<file path="config.mk">
export PLATFORM = sky130hd
export DESIGN_NAME = gpio_alias_port
export DESIGN_NICKNAME = d
export VERILOG_FILES = /design/src/rtl/gpio_alias_pkg.sv /design/src/rtl/gpio_alias_reg.sv /design/src/rtl/gpio_sync.sv /design/src/rtl/gpio_rd_port.sv /design/src/rtl/gpio_alias_port.sv
export SDC_FILE = /design/constraint.sdc
export NUM_CORES = 1
export LEC_CHECK = 0
export ABC_AREA = 1
export ABC_CLOCK_PERIOD_IN_PS = 1500
export CAP_MARGIN = 15
export CORE_MARGIN = 8
export CORE_UTILIZATION = 50
export CTS_BUF_LIST = sky130_fd_sc_hd__clkbuf_16
export DETAILED_ROUTE_END_ITERATION = 6
export GPL_ROUTABILITY_DRIVEN = 0
export GPL_TIMING_DRIVEN = 1
export PLACE_DENSITY = 0.76
export SYNTH_ARGS = -nofsm -noshare
export SYNTH_HDL_FRONTEND = slang
export SYNTH_HIERARCHICAL = 1
export SYNTH_SLANG_ARGS = --single-unit
</file>
<file path="constraint.sdc">
create_clock -name clk -period 1.5 [get_ports clk]
set_clock_uncertainty 0.05 [all_clocks]
set_input_delay 0.15 -clock clk [delete_from_list [all_inputs] [get_ports clk]]
set_output_delay 0.15 -clock clk [all_outputs]
set_load 0.03 [all_outputs]
</file>
<file path="src/rtl/gpio_alias_pkg.sv">
package gpio_alias_pkg;
  localparam int unsigned OFS_W = 4;

  typedef enum logic [1:0] {
    OP_LOAD = 2'd0,
    OP_SET  = 2'd1,
    OP_CLR  = 2'd2,
    OP_FLIP = 2'd3
  } alias_op_e;

  localparam logic [OFS_W-1:0] OFS_DRV_EN  = 4'd0;
  localparam logic [OFS_W-1:0] OFS_DRV_LVL = 4'd4;
  localparam logic [OFS_W-1:0] OFS_PINS    = 4'd8;
endpackage

</file>
<file path="src/rtl/gpio_alias_reg.sv">
module gpio_alias_reg
  import gpio_alias_pkg::*;
#(
  parameter int unsigned W = 8,
  parameter logic [OFS_W-1:0] BASE = 4'd0
) (
  input  logic             clk,
  input  logic             rst_n,
  input  logic             wr,
  input  logic [OFS_W-1:0] addr,
  input  logic [W-1:0]     wdata,
  output logic [W-1:0]     q
);
  logic      hit;
  alias_op_e op;
  logic [W-1:0] nxt;

  assign hit = wr && (addr[OFS_W-1:2] == BASE[OFS_W-1:2]);
  assign op  = alias_op_e'(addr[1:0]);

  always_comb begin
    unique case (op)
      OP_LOAD: nxt = wdata;
      OP_SET:  nxt = q | wdata;
      OP_CLR:  nxt = q & ~wdata;
      OP_FLIP: nxt = q ^ wdata;
      default: nxt = q;
    endcase
  end

  always_ff @(posedge clk or negedge rst_n) begin
    if (!rst_n)   q <= '0;
    else if (hit) q <= nxt;
  end
endmodule

</file>
<file path="src/rtl/gpio_sync.sv">
module gpio_sync #(
  parameter int unsigned W      = 8,
  parameter int unsigned STAGES = 2
) (
  input  logic         clk,
  input  logic         rst_n,
  input  logic [W-1:0] d,
  output logic [W-1:0] q
);
  logic [W-1:0] chain [STAGES];

  for (genvar s = 0; s < STAGES; s++) begin : g_stage
    always_ff @(posedge clk or negedge rst_n) begin
      if (!rst_n) chain[s] <= '0;
      else        chain[s] <= (s == 0) ? d : chain[(s == 0) ? 0 : s-1];
    end
  end

  assign q = chain[STAGES-1];
endmodule

</file>
<file path="src/rtl/gpio_rd_port.sv">
module gpio_rd_port
  import gpio_alias_pkg::*;
#(
  parameter int unsigned W = 8
) (
  input  logic             clk,
  input  logic             rst_n,
  input  logic             rd,
  input  logic [OFS_W-1:0] addr,
  input  logic [W-1:0]     drv_en,
  input  logic [W-1:0]     drv_lvl,
  input  logic [W-1:0]     pins,
  output logic [W-1:0]     rdata
);
  logic [W-1:0] sel;

  always_comb begin
    sel = '0;
    if (addr[OFS_W-1:2] == OFS_DRV_EN[OFS_W-1:2])       sel = drv_en;
    else if (addr[OFS_W-1:2] == OFS_DRV_LVL[OFS_W-1:2]) sel = drv_lvl;
    else if (addr == OFS_PINS)                          sel = pins;
  end

  always_ff @(posedge clk or negedge rst_n) begin
    if (!rst_n)  rdata <= '0;
    else if (rd) rdata <= sel;
  end
endmodule

</file>
<file path="src/rtl/gpio_alias_port.sv">
module gpio_alias_port
  import gpio_alias_pkg::*;
#(
  parameter int unsigned W           = 8,
  parameter int unsigned SYNC_STAGES = 2
) (
  input  logic             clk,
  input  logic             rst_n,
  input  logic [OFS_W-1:0] bus_addr,
  input  logic             bus_wr,
  input  logic             bus_rd,
  input  logic [W-1:0]     bus_wdata,
  output logic [W-1:0]     bus_rdata,
  output logic [W-1:0]     pin_out,
  output logic [W-1:0]     pin_oe,
  input  logic [W-1:0]     pin_in
);
  logic [W-1:0] drv_en_q, drv_lvl_q, pins_q;

  gpio_alias_reg #(.W(W), .BASE(OFS_DRV_EN)) u_en (
    .clk(clk), .rst_n(rst_n), .wr(bus_wr), .addr(bus_addr),
    .wdata(bus_wdata), .q(drv_en_q)
  );

  gpio_alias_reg #(.W(W), .BASE(OFS_DRV_LVL)) u_lvl (
    .clk(clk), .rst_n(rst_n), .wr(bus_wr), .addr(bus_addr),
    .wdata(bus_wdata), .q(drv_lvl_q)
  );

  gpio_sync #(.W(W), .STAGES(SYNC_STAGES)) u_sync (
    .clk(clk), .rst_n(rst_n), .d(pin_in), .q(pins_q)
  );

  gpio_rd_port #(.W(W)) u_rd (
    .clk(clk), .rst_n(rst_n), .rd(bus_rd), .addr(bus_addr),
    .drv_en(drv_en_q), .drv_lvl(drv_lvl_q), .pins(pins_q), .rdata(bus_rdata)
  );

  assign pin_oe  = drv_en_q;
  assign pin_out = drv_lvl_q;
endmodule

</file>
==> Yosys cells after proc, flatten, opt, wreduce, memory -nomap -nowiden <==
Cells that the tools add are included.
{ "op_classes": {"n_mux": 5, "eq_ne": 5, "n_reduce_logical": 4, "n_bitwise": 7} }
{ "op_table": {"columns": ["op", "n"], "rows": [
  ["one-hot mux 8 bit (4 select lines)", 2],
  ["two-way mux 8 bit", 3],
  ["AND 8 bit", 2],
  ["bitwise OR 8 bit", 2],
  ["bitwise XOR 8 bit", 2],
  ["NOT 8 bit", 1],
  ["equality test 2 x 1 -> 1 bit (second input constant)", 2],
  ["equality test 2 bit (second input constant)", 2],
  ["equality test 4 bit (second input constant)", 1],
  ["zero test 2 bit", 2],
  ["logical AND 1 bit", 2]
]} }
{ "totals": {"input_bits": 24, "reg_bits": 40} }

==> Depth between registers and ports, before layout <==
Gate-level depths: netlist (run 1).
{ "depth": {"ltp_word": 4, "mapped_depth": 8, "ltp_nobuf": 8} }

==> Hierarchy <==
Netlist (run 1), hierarchy kept.
{ "modules_own_cells": {"columns": ["mod", "seq_area_each_um2", "area_per_inst_um2", "n_inst", "cells_per_inst"], "rows": [
  ["gpio_alias_reg (u_lvl)", 200.2, 883.3, 1, 137],
  ["gpio_alias_reg (u_en)", 200.2, 843.3, 1, 130],
  ["gpio_rd_port", 200.2, 524.3, 1, 79],
  ["gpio_sync", 400.4, 460.4, 1, 24]
]} }

==> Worst setup path before layout (run 1) <==
OpenSTA, ideal clock, no wires.
{ "synth_path": {"kind": "register -> register", "start": "register u_en.q[2]", "end": "register u_en.q[2]", "stages_incl_launch_ff": 7, "synth_period_minus_slack_ns": 1.320, "setup_time_ns": 0.065, "n_path_buf": 0, "t_required_ns": 1.385, "path_slack_ns": 0.180, "arrival_ns": 1.205, "cell_sequence": "dfrtp_1 -> inv_1 -> ha_1 -> or2_2 -> nand3_1 -> nand2_1 -> nand2_1"} }
{ "synth_between": {"elab_chain_len": 2, "elab_cells_between_ends": 4, "cone_classes": "mux: 1; bitwise: 3"} }
{ "synth_rtl": {"columns": ["element", "line_no", "source"], "rows": [
  ["start: declaration", "gpio_alias_reg.sv:12", "output logic [W-1:0] q"],
  ["start signal: assignment", "gpio_alias_reg.sv:33", "else if (hit) q <= nxt;"],
  ["bitwise XOR 8 bit (tied with other cells)", "gpio_alias_reg.sv:26", "OP_FLIP: nxt = q ^ wdata;"],
  ["one-hot mux 8 bit (4 select lines) (*)", "gpio_alias_reg.sv:22", "unique case (op)"]
]} }
Every way passes the cells marked *; elsewhere a longest branch is shown, timed or not.
A chain may end at the register's enable or synchronous reset.

==> Worst setup path in the final report (run 1) <==
{ "layout_path": {"start": "register u_en.q[0]", "end": "output port pin_oe[0]"} }
{ "layout_rtl": {"columns": ["element", "line_no", "source"], "rows": [
  ["end: declaration", "gpio_alias_port.sv:15", "output logic [W-1:0] pin_oe,"]
]} }
No word-level cell between the ends.

==> load_flow_metrics.sql, run 1 <==
INSERT INTO impl_metrics (metric_group, metric, value, unit) VALUES
('worst_setup_path', 'worst-setup-path-type', 'reg2out', ''),
('timing', 'hold-worst-slack', '220', 'ps'),
('synth', 'synth-warning-count', '6', ''),
('global_route', 'antenna_found_initial', '0', ''),
('timing', 'max_slew_margin', '0.771', ''),
('synth', 'synth_area', '2710', 'µm²'),
('pwr', 'leakagePower', '0.00199', 'µW'),
('cells_and_area', 'post_layout_utilization_of_the_core', '0.654', ''),
('cells_and_area', 'antennaDiodeCount', '0', ''),
('timing', 'report.final.slew_viol_count', '0', ''),
('clock_tree', 'post-cts-setup-buffers', '0', ''),
('routing', 'drt_pass1_iterations', '5', ''),
('floorplanning', 'die_boundary_width', '89.6', 'µm'),
('synth', 'yosys.cell_count.top_type', 'sky130_fd_sc_hd__nand2_1', ''),
('placed_design', 'placed_cells', '495', ''),
('routing', 'drtAntennaViolNets', '0', ''),
('worst_setup_path', 'max_stage_delay', '430', 'ps'),
('synth', 'post_synth_inst_count', '370', ''),
('placed_design', 'placement.io_buffers', '47', ''),
('clock_tree', 'clock_sinks', '40', ''),
('floorplanning', 'placeableCoreArea', '5370', 'µm²'),
('global_route', 'maximum_number_of_pins_on_one_net_before_global_route_repair', '26', ''),
('worst_setup_path', 'critical_path.n_buffers_inverters', '1', ''),
('timing', 'finalSetupViolCount', '0', ''),
('timing', 'grt_setup_unrepaired', 'false', ''),
('clock_tree', 'cts_tree', 'done', ''),
('floorplanning', 'io_pins', '48', ''),
('timing', 'fin_crit', '1350', 'ps'),
('timing', 'fin_setup_tns', '0', 'ps'),
('routing', 'vias', '2500', ''),
('synth', 'syn-num-nets', '426', ''),
('routing', 'post_dr_vias_cell', '4.96', ''),
('floorplanning', 'fp.dieH', '89.6', 'µm'),
('cells_and_area', 'fillers', '471', ''),
('pwr', 'power-per-cell-area', '1080', 'nW/µm²'),
('clock_tree', 'cts-buffers-inserted', '5', ''),
('worst_setup_path', 'worst_ep_required_time', '1300', 'ps'),
('worst_setup_path', 'cp_slowest_cell', 'sky130_fd_sc_hd__dfrtp_1', ''),
('placed_design', 'detailed_place.area', '3360', 'µm²'),
('worst_setup_path', 'critical_path.startpoint_type', 'flop', ''),
('worst_setup_path', 'critPathArrivalTime', '1150', 'ps'),
('routing', 'wire_per_inst', '13.7', 'µm'),
('clock_tree', 'clkTransAtPathRegs', '70', 'ps'),
('routing', 'totalWireLength', '6920', 'µm'),
('global_route', 'grt_pass1_wl', '10900', 'µm'),
('clock_tree', 'clkLatencyLatePin', '280', 'ps'),
('clock_tree', 'cts.path.max_buffers', '2', ''),
('clock_tree', 'cts_root_buffer', 'sky130_fd_sc_hd__clkbuf_16', ''),
('flow_run', 'drv_cap', '0', ''),
('synth', 'post_synthesis_cell_type_with_the_largest_combined_area', 'sky130_fd_sc_hd__dfrtp_1', ''),
('floorplanning', 'std_cell_rows', '27', ''),
('cells_and_area', 'finalInstanceArea', '3510', 'µm²'),
('floorplanning', 'die_area', '8040', 'µm²'),
('placed_design', 'dp_hpwl', '5200', 'µm'),
('worst_setup_path', 'timing.critical_path.max_delay_family', 'flip-flops', ''),
('clock_tree', 'cts-htree-levels', '2', ''),
('routing', 'detailedRoute.firstIterationViolations', '147', ''),
('cells_and_area', 'layout-drive-gt1-share', '0.0995', ''),
('synth', 'yosys_most_used_dff', 'sky130_fd_sc_hd__dfrtp_1', ''),
('global_route', 'grt_overflow_total', '0', ''),
('synth', 'synth_async_sr_flop_share', '1.00', ''),
('timing', 'worstMarginPinSlew', '342', 'ps'),
('synth', 'synth_common_cells', '115 x sky130_fd_sc_hd__nand2_1, 55 x sky130_fd_sc_hd__inv_1, 40 x sky130_fd_sc_hd__dfrtp_1', ''),
('floorplanning', 'initial_core_util', '0.505', ''),
('hold_path', 'min-delay-path-class', 'in2async', ''),
('worst_setup_path', 'worstPathMaxFanout', '5', ''),
('synth', 'synth_cell_type_count', '19', ''),
('cells_and_area', 'synthesis_to_layout_area_growth', '29.6', '%'),
('pwr', 'ir_worst_vdd', '0.665', 'mV'),
('synth', 'synth_edf_count', '0', ''),
('outcome', 'outcome', 'completed', '');
==> timing repair <==
action / CTS / global route
hold endpoints to repair: 28 / 0
hold buffers: 1 / 0
gates resized for setup: 24 / 0
setup endpoints to repair: 24 / 0
==> placed cells by master, fill, tap and decap left out, drive strengths merged, types with 2 or more instances in the layout <==
cell / instances
nand3: 39
inv: 60
clkbuf: 5
a21oi: 9
buf: 22
nor2: 45
ha: 32
nand2: 116
dlygate4sd2: 24
nand3b: 2
o21bai: 3
or2: 2
dfrtp: 40
o21ai: 8
clkdlybuf4s50: 22
==> final timing paths <==
path,start,endpoint,slack [ps],depth (start not counted)
worst max-delay path,u_en/q[0]$_DFFE_PN0P_,pin_oe[0],150,1
worst min-delay path,rst_n,u_sync/q[6]$_DFF_PN0_,220,2
worst max register to register,u_lvl/q[6]$_DFFE_PN0P_,u_lvl/q[6]$_DFFE_PN0P_,190,7
worst min register to register,u_sync/chain[14]$_DFF_PN0_,u_sync/q[6]$_DFF_PN0_,290,0
max in group asynchronous,rst_n,u_en/q[1]$_DFFE_PN0P_,710,3
min in group clk,pin_in[4],u_sync/chain[12]$_DFF_PN0_,250,1
==> per-stage QoR <==
stage | total power, µW | worst slack (ps)
detailed placement | 2620 | -49.5
finish | 3780 | 146
CTS | 3800 | 137
global placement | 2570 | -1.61
floorplan | 2050 | 180
global route | 3990 | 101
==> routing by layer <==
layer,share of wire,track usage
met1,0.41,0.221
met2,0.49,0.299
met3,0.070,0.0364
met4,0.026,0.0680
met5,0,0
==> flip-flops by register name, summed over array words and instances, names as in the netlist <==
signal	flops
u_en/q	8
u_rd/rdata	8
u_sync/q	8
u_sync/chain	8
u_lvl/q	8
==> cell families (layout without fill, tap and decap cells) <==
group / after synthesis / after routing / share of synthesized area
adder cells (fa/ha/maj): 32 / 32 / 0.148
AO/OA/AOI/OAI: 20 / 20 / 0.0397
AND/OR/NAND/NOR: 204 / 204 / 0.320
buffers and inverters: 74 / 136 / 0.123
flip-flops: 40 / 40 / 0.369
==> power by group <==
part | total [µW] | internal [µW] | leakage, µW | switching, µW
registers | 1340 | 1220 | 0.000490 | 124
clock network | 1260 | 791 | 0.0000804 | 468
logic | 1180 | 452 | 0.00142 | 728
total | 3780 | 2460 | 0.00199 | 1320
==> cell type report <==
class	count	area (µm²)	share of cell area
clock inverter	3	46.3	0.0132
inverter	59	221	0.0630
tap	72	90.1	0.0256
multi-input combinational	256	1380	0.392
timing repair buffer	69	653	0.186
clock buffer	5	125	0.0356
sequential	40	1000	0.285
Power figures use the tool's default switching activity.
==> run 2, diff against run 1 <==
HOLD_SLACK_MARGIN = 0.05   (was default)
==> results of run 2 <==
No change in the layout: final DEF, timing and power equal those of run 1.
==> run 3, diff against run 2 <==
ABC_CLOCK_PERIOD_IN_PS = 1380   (was 1500)
clock period = 1.38 ns   (was 1.5 ns; I/O delays follow)
==> run 3 against run 2 <==
Die area is the same; sequential power is 4% higher; cell area increased by 3.1%; routed wire length shrank 0.43%; worst hold slack improved by 21 ps; utilization increased by 2.0 points; via count down 0.60%; sequential share of layout area decreased by 0.85 points; critical path depth unchanged; critical endpoint is now pin_oe[2]; largest power group is now combinational logic.
==> load_flow_metrics.sql, run 3 (synthesized netlist as in run 1, its figures left out) <==
INSERT INTO impl_metrics (metric_group, metric, value, unit) VALUES
('outcome', 'outcome', 'completed', ''),
('clock_tree', 'post-cts-setup-buffers', '0', ''),
('global_route', 'grt_pass1_vias', '2394', ''),
('worst_setup_path', 'critPathArrivalTime', '1110', 'ps'),
('placed_design', 'detailed_place.area', '3470', 'µm²'),
('cells_and_area', 'final-instance-count-excl-fill', '515', ''),
('pwr', 'power-per-cell-area', '1160', 'nW/µm²'),
('timing', 'finalSetupViolCount', '0', ''),
('flow_run', 'drv_cap', '0', ''),
('timing', 'finalHoldViolCount', '0', ''),
('global_route', 'grt_use_total', '0.184', ''),
('routing', 'detailedRoute.firstIterationViolations', '130', ''),
('cells_and_area', 'fillers', '452', ''),
('global_route', 'maximum_number_of_pins_on_one_net_before_global_route_repair', '26', ''),
('routing', 'wire_per_inst', '13.4', 'µm'),
('pwr', 'share_clk_of_total_power', '0.324', ''),
('pwr', 'leakagePower', '0.00205', 'µW'),
('clock_tree', 'cts_root_buffer', 'sky130_fd_sc_hd__clkbuf_16', ''),
('routing', 'vias', '2485', ''),
('routing', 'totalWireLength', '6890', 'µm'),
('clock_tree', 'cts-htree-levels', '2', ''),
('cells_and_area', 'antennaDiodeCount', '0', ''),
('cells_and_area', 'layout-drive-gt1-share', '0.124', ''),
('worst_setup_path', 'timing.critical_path.max_delay_family', 'buffers and inverters', ''),
('placed_design', 'dp_hpwl', '5210', 'µm'),
('placed_design', 'placement.io_buffers', '47', ''),
('clock_tree', 'cts-buffers-inserted', '5', ''),
('worst_setup_path', 'crit_chain', 'dlygate4sd2_1', ''),
('clock_tree', 'clkLatencyLatePin', '290', 'ps'),
('worst_setup_path', 'timing.reg2reg.worst_path_depth', '8', ''),
('worst_setup_path', 'worst-setup-path-type', 'reg2out', ''),
('worst_setup_path', 'crit-reg2reg-capture', 'u_lvl/q[4]$_DFFE_PN0P_', ''),
('routing', 'drtAntennaViolNets', '0', ''),
('cells_and_area', 'synthesis_to_layout_area_growth', '33.5', '%'),
('clock_tree', 'clkTransAtPathRegs', '70', 'ps'),
('floorplanning', 'die_area', '8040', 'µm²'),
('worst_setup_path', 'worstSetupPathDepth', '1', ''),
('timing', 'grt_setup_unrepaired', 'false', ''),
('pwr', 'ir_worst_vdd', '0.888', 'mV'),
('clock_tree', 'cts.path.max_buffers', '2', ''),
('worst_setup_path', 'cp_slowest_cell', 'sky130_fd_sc_hd__dlygate4sd2_1', ''),
('cells_and_area', 'fin_nets', '498', ''),
('worst_setup_path', 'cp-end-kind', 'output port', ''),
('worst_setup_path', 'worst_ep_required_time', '1190', 'ps'),
('clock_tree', 'cts_tree', 'done', ''),
('cells_and_area', 'most-common-layout-cells', '115 x sky130_fd_sc_hd__nand2_1, 55 x sky130_fd_sc_hd__inv_1, 40 x sky130_fd_sc_hd__dfrtp_1', ''),
('worst_setup_path', 'reg2reg_setup_slack', '90', 'ps'),
('timing', 'fin_crit', '1300', 'ps'),
('pwr', 'p_sw', '1450', 'µW'),
('routing', 'post_dr_vias_cell', '4.83', ''),
('worst_setup_path', 'critical_path.startpoint_type', 'flop', ''),
('timing', 'max_slew_margin', '0.694', ''),
('timing', 'hold-worst-slack', '241', 'ps'),
('worst_setup_path', 'max_stage_delay', '420', 'ps'),
('pwr', 'power.switching_fraction', '0.344', ''),
('global_route', 'grt_overflow_total', '0', ''),
('worst_setup_path', 'startpoint', 'u_en/q[2]$_DFFE_PN0P_', ''),
('routing', 'drc', '0', ''),
('timing', 'worstMarginPinSlew', '458', 'ps'),
('pwr', 'p_comb_frac', '0.343', ''),
('cells_and_area', 'final_common_cell', 'sky130_fd_sc_hd__nand2_1', ''),
('timing', 'report.final.slew_viol_count', '0', ''),
('timing', 'final_period_utilization', '0.940', ''),
('floorplanning', 'initial_core_util', '0.505', ''),
('timing', 'clock.fmax', '771', 'MHz'),
('routing', 'drt_pass1_iterations', '4', ''),
('pwr', 'cell_internal_pwr', '2760', 'µW'),
('floorplanning', 'placeableCoreArea', '5370', 'µm²'),
('worst_setup_path', 'cp-endpoint', 'pin_oe[2]', ''),
('clock_tree', 'clock_sinks', '40', ''),
('worst_setup_path', 'r2r_start', 'u_lvl/q[4]$_DFFE_PN0P_', ''),
('pwr', 'total_power', '4210', 'µW'),
('pwr', 'pwr-share-seq', '0.333', ''),
('placed_design', 'placed_cells', '506', ''),
('floorplanning', 'fp.dieH', '89.6', 'µm'),
('hold_path', 'min-delay-path-class', 'in2async', ''),
('cells_and_area', 'finalInstanceArea', '3620', 'µm²'),
('floorplanning', 'die_boundary_width', '89.6', 'µm'),
('floorplanning', 'std_cell_rows', '27', ''),
('global_route', 'antenna_found_initial', '0', ''),
('worst_setup_path', 'critical_path.n_buffers_inverters', '1', ''),
('global_route', 'grt_pass1_wl', '11100', 'µm'),
('worst_setup_path', 'worstPathMaxFanout', '5', ''),
('floorplanning', 'io_pins', '48', '');
## run 3: changes by cell type in the layout (fill, tap and decap cells not counted), sizes merged
cell	previous run	this run
dlygate4sd2	24	23
inv	60	59
clkinvlp	1	0
buf	22	34
clkinv	0	2
## run 3: power groups by stage
stage	clock (µW)	combinational [µW]	sequential [µW]
global placement	0	1470	1420
finish	1360	1450	1400
CTS	1390	1460	1400
detailed placement	0	1520	1430
floorplan	0	512	1720
global route	1430	1600	1420
## run 3: how the worst min path moves through the flow
stage,from,to,cells after the start
floorplan,rst_n,u_en/q[0]$_DFFE_PN0P_,0
global placement,rst_n,u_sync/chain[13]$_DFF_PN0_,1
detailed placement,rst_n,u_sync/chain[13]$_DFF_PN0_,1
CTS,pin_in[5],u_sync/chain[13]$_DFF_PN0_,1
global route,pin_in[7],u_sync/chain[15]$_DFF_PN0_,1
finish,rst_n,u_lvl/q[4]$_DFFE_PN0P_,2
## run 3: area by class of cell
| cell class | count | area (µm²) | area share |
|---|---|---|---|
| timing repair buffer | 80 | 759 | 0.210 |
| clock inverter | 3 | 47.5 | 0.0131 |
| multi-input combinational | 256 | 1380 | 0.380 |
| sequential | 40 | 1000 | 0.276 |
| inverter | 59 | 221 | 0.0612 |
| tap | 72 | 90.1 | 0.0249 |
| clock buffer | 5 | 125 | 0.0346 |
## run 3: layer usage
| layer | GRT usage | wire length, µm |
|---|---|---|
| met1 | 0.214 | 2960 |
| met2 | 0.315 | 3380 |
| met3 | 0.0409 | 350 |
| met4 | 0.0816 | 193 |
| met5 | 0 | 0 |
## run 3: repair_timing
action / in CTS / in global routing
gates resized for setup: 23 / 0
hold buffers: 1 / 0
endpoints found under the hold margin: 17 / 0
setup endpoints to repair: 23 / 0
## run 3: through the flow
step	TNS [ps]	worst slack, ps	utilization
after floorplan	0	60.0	-
after global placement	-1690	-111	0.645
after detailed placement	-2250	-133	0.645
after CTS	0	64.3	0.674
after global routing	0	28.6	0.674
final	0	83.3	0.674
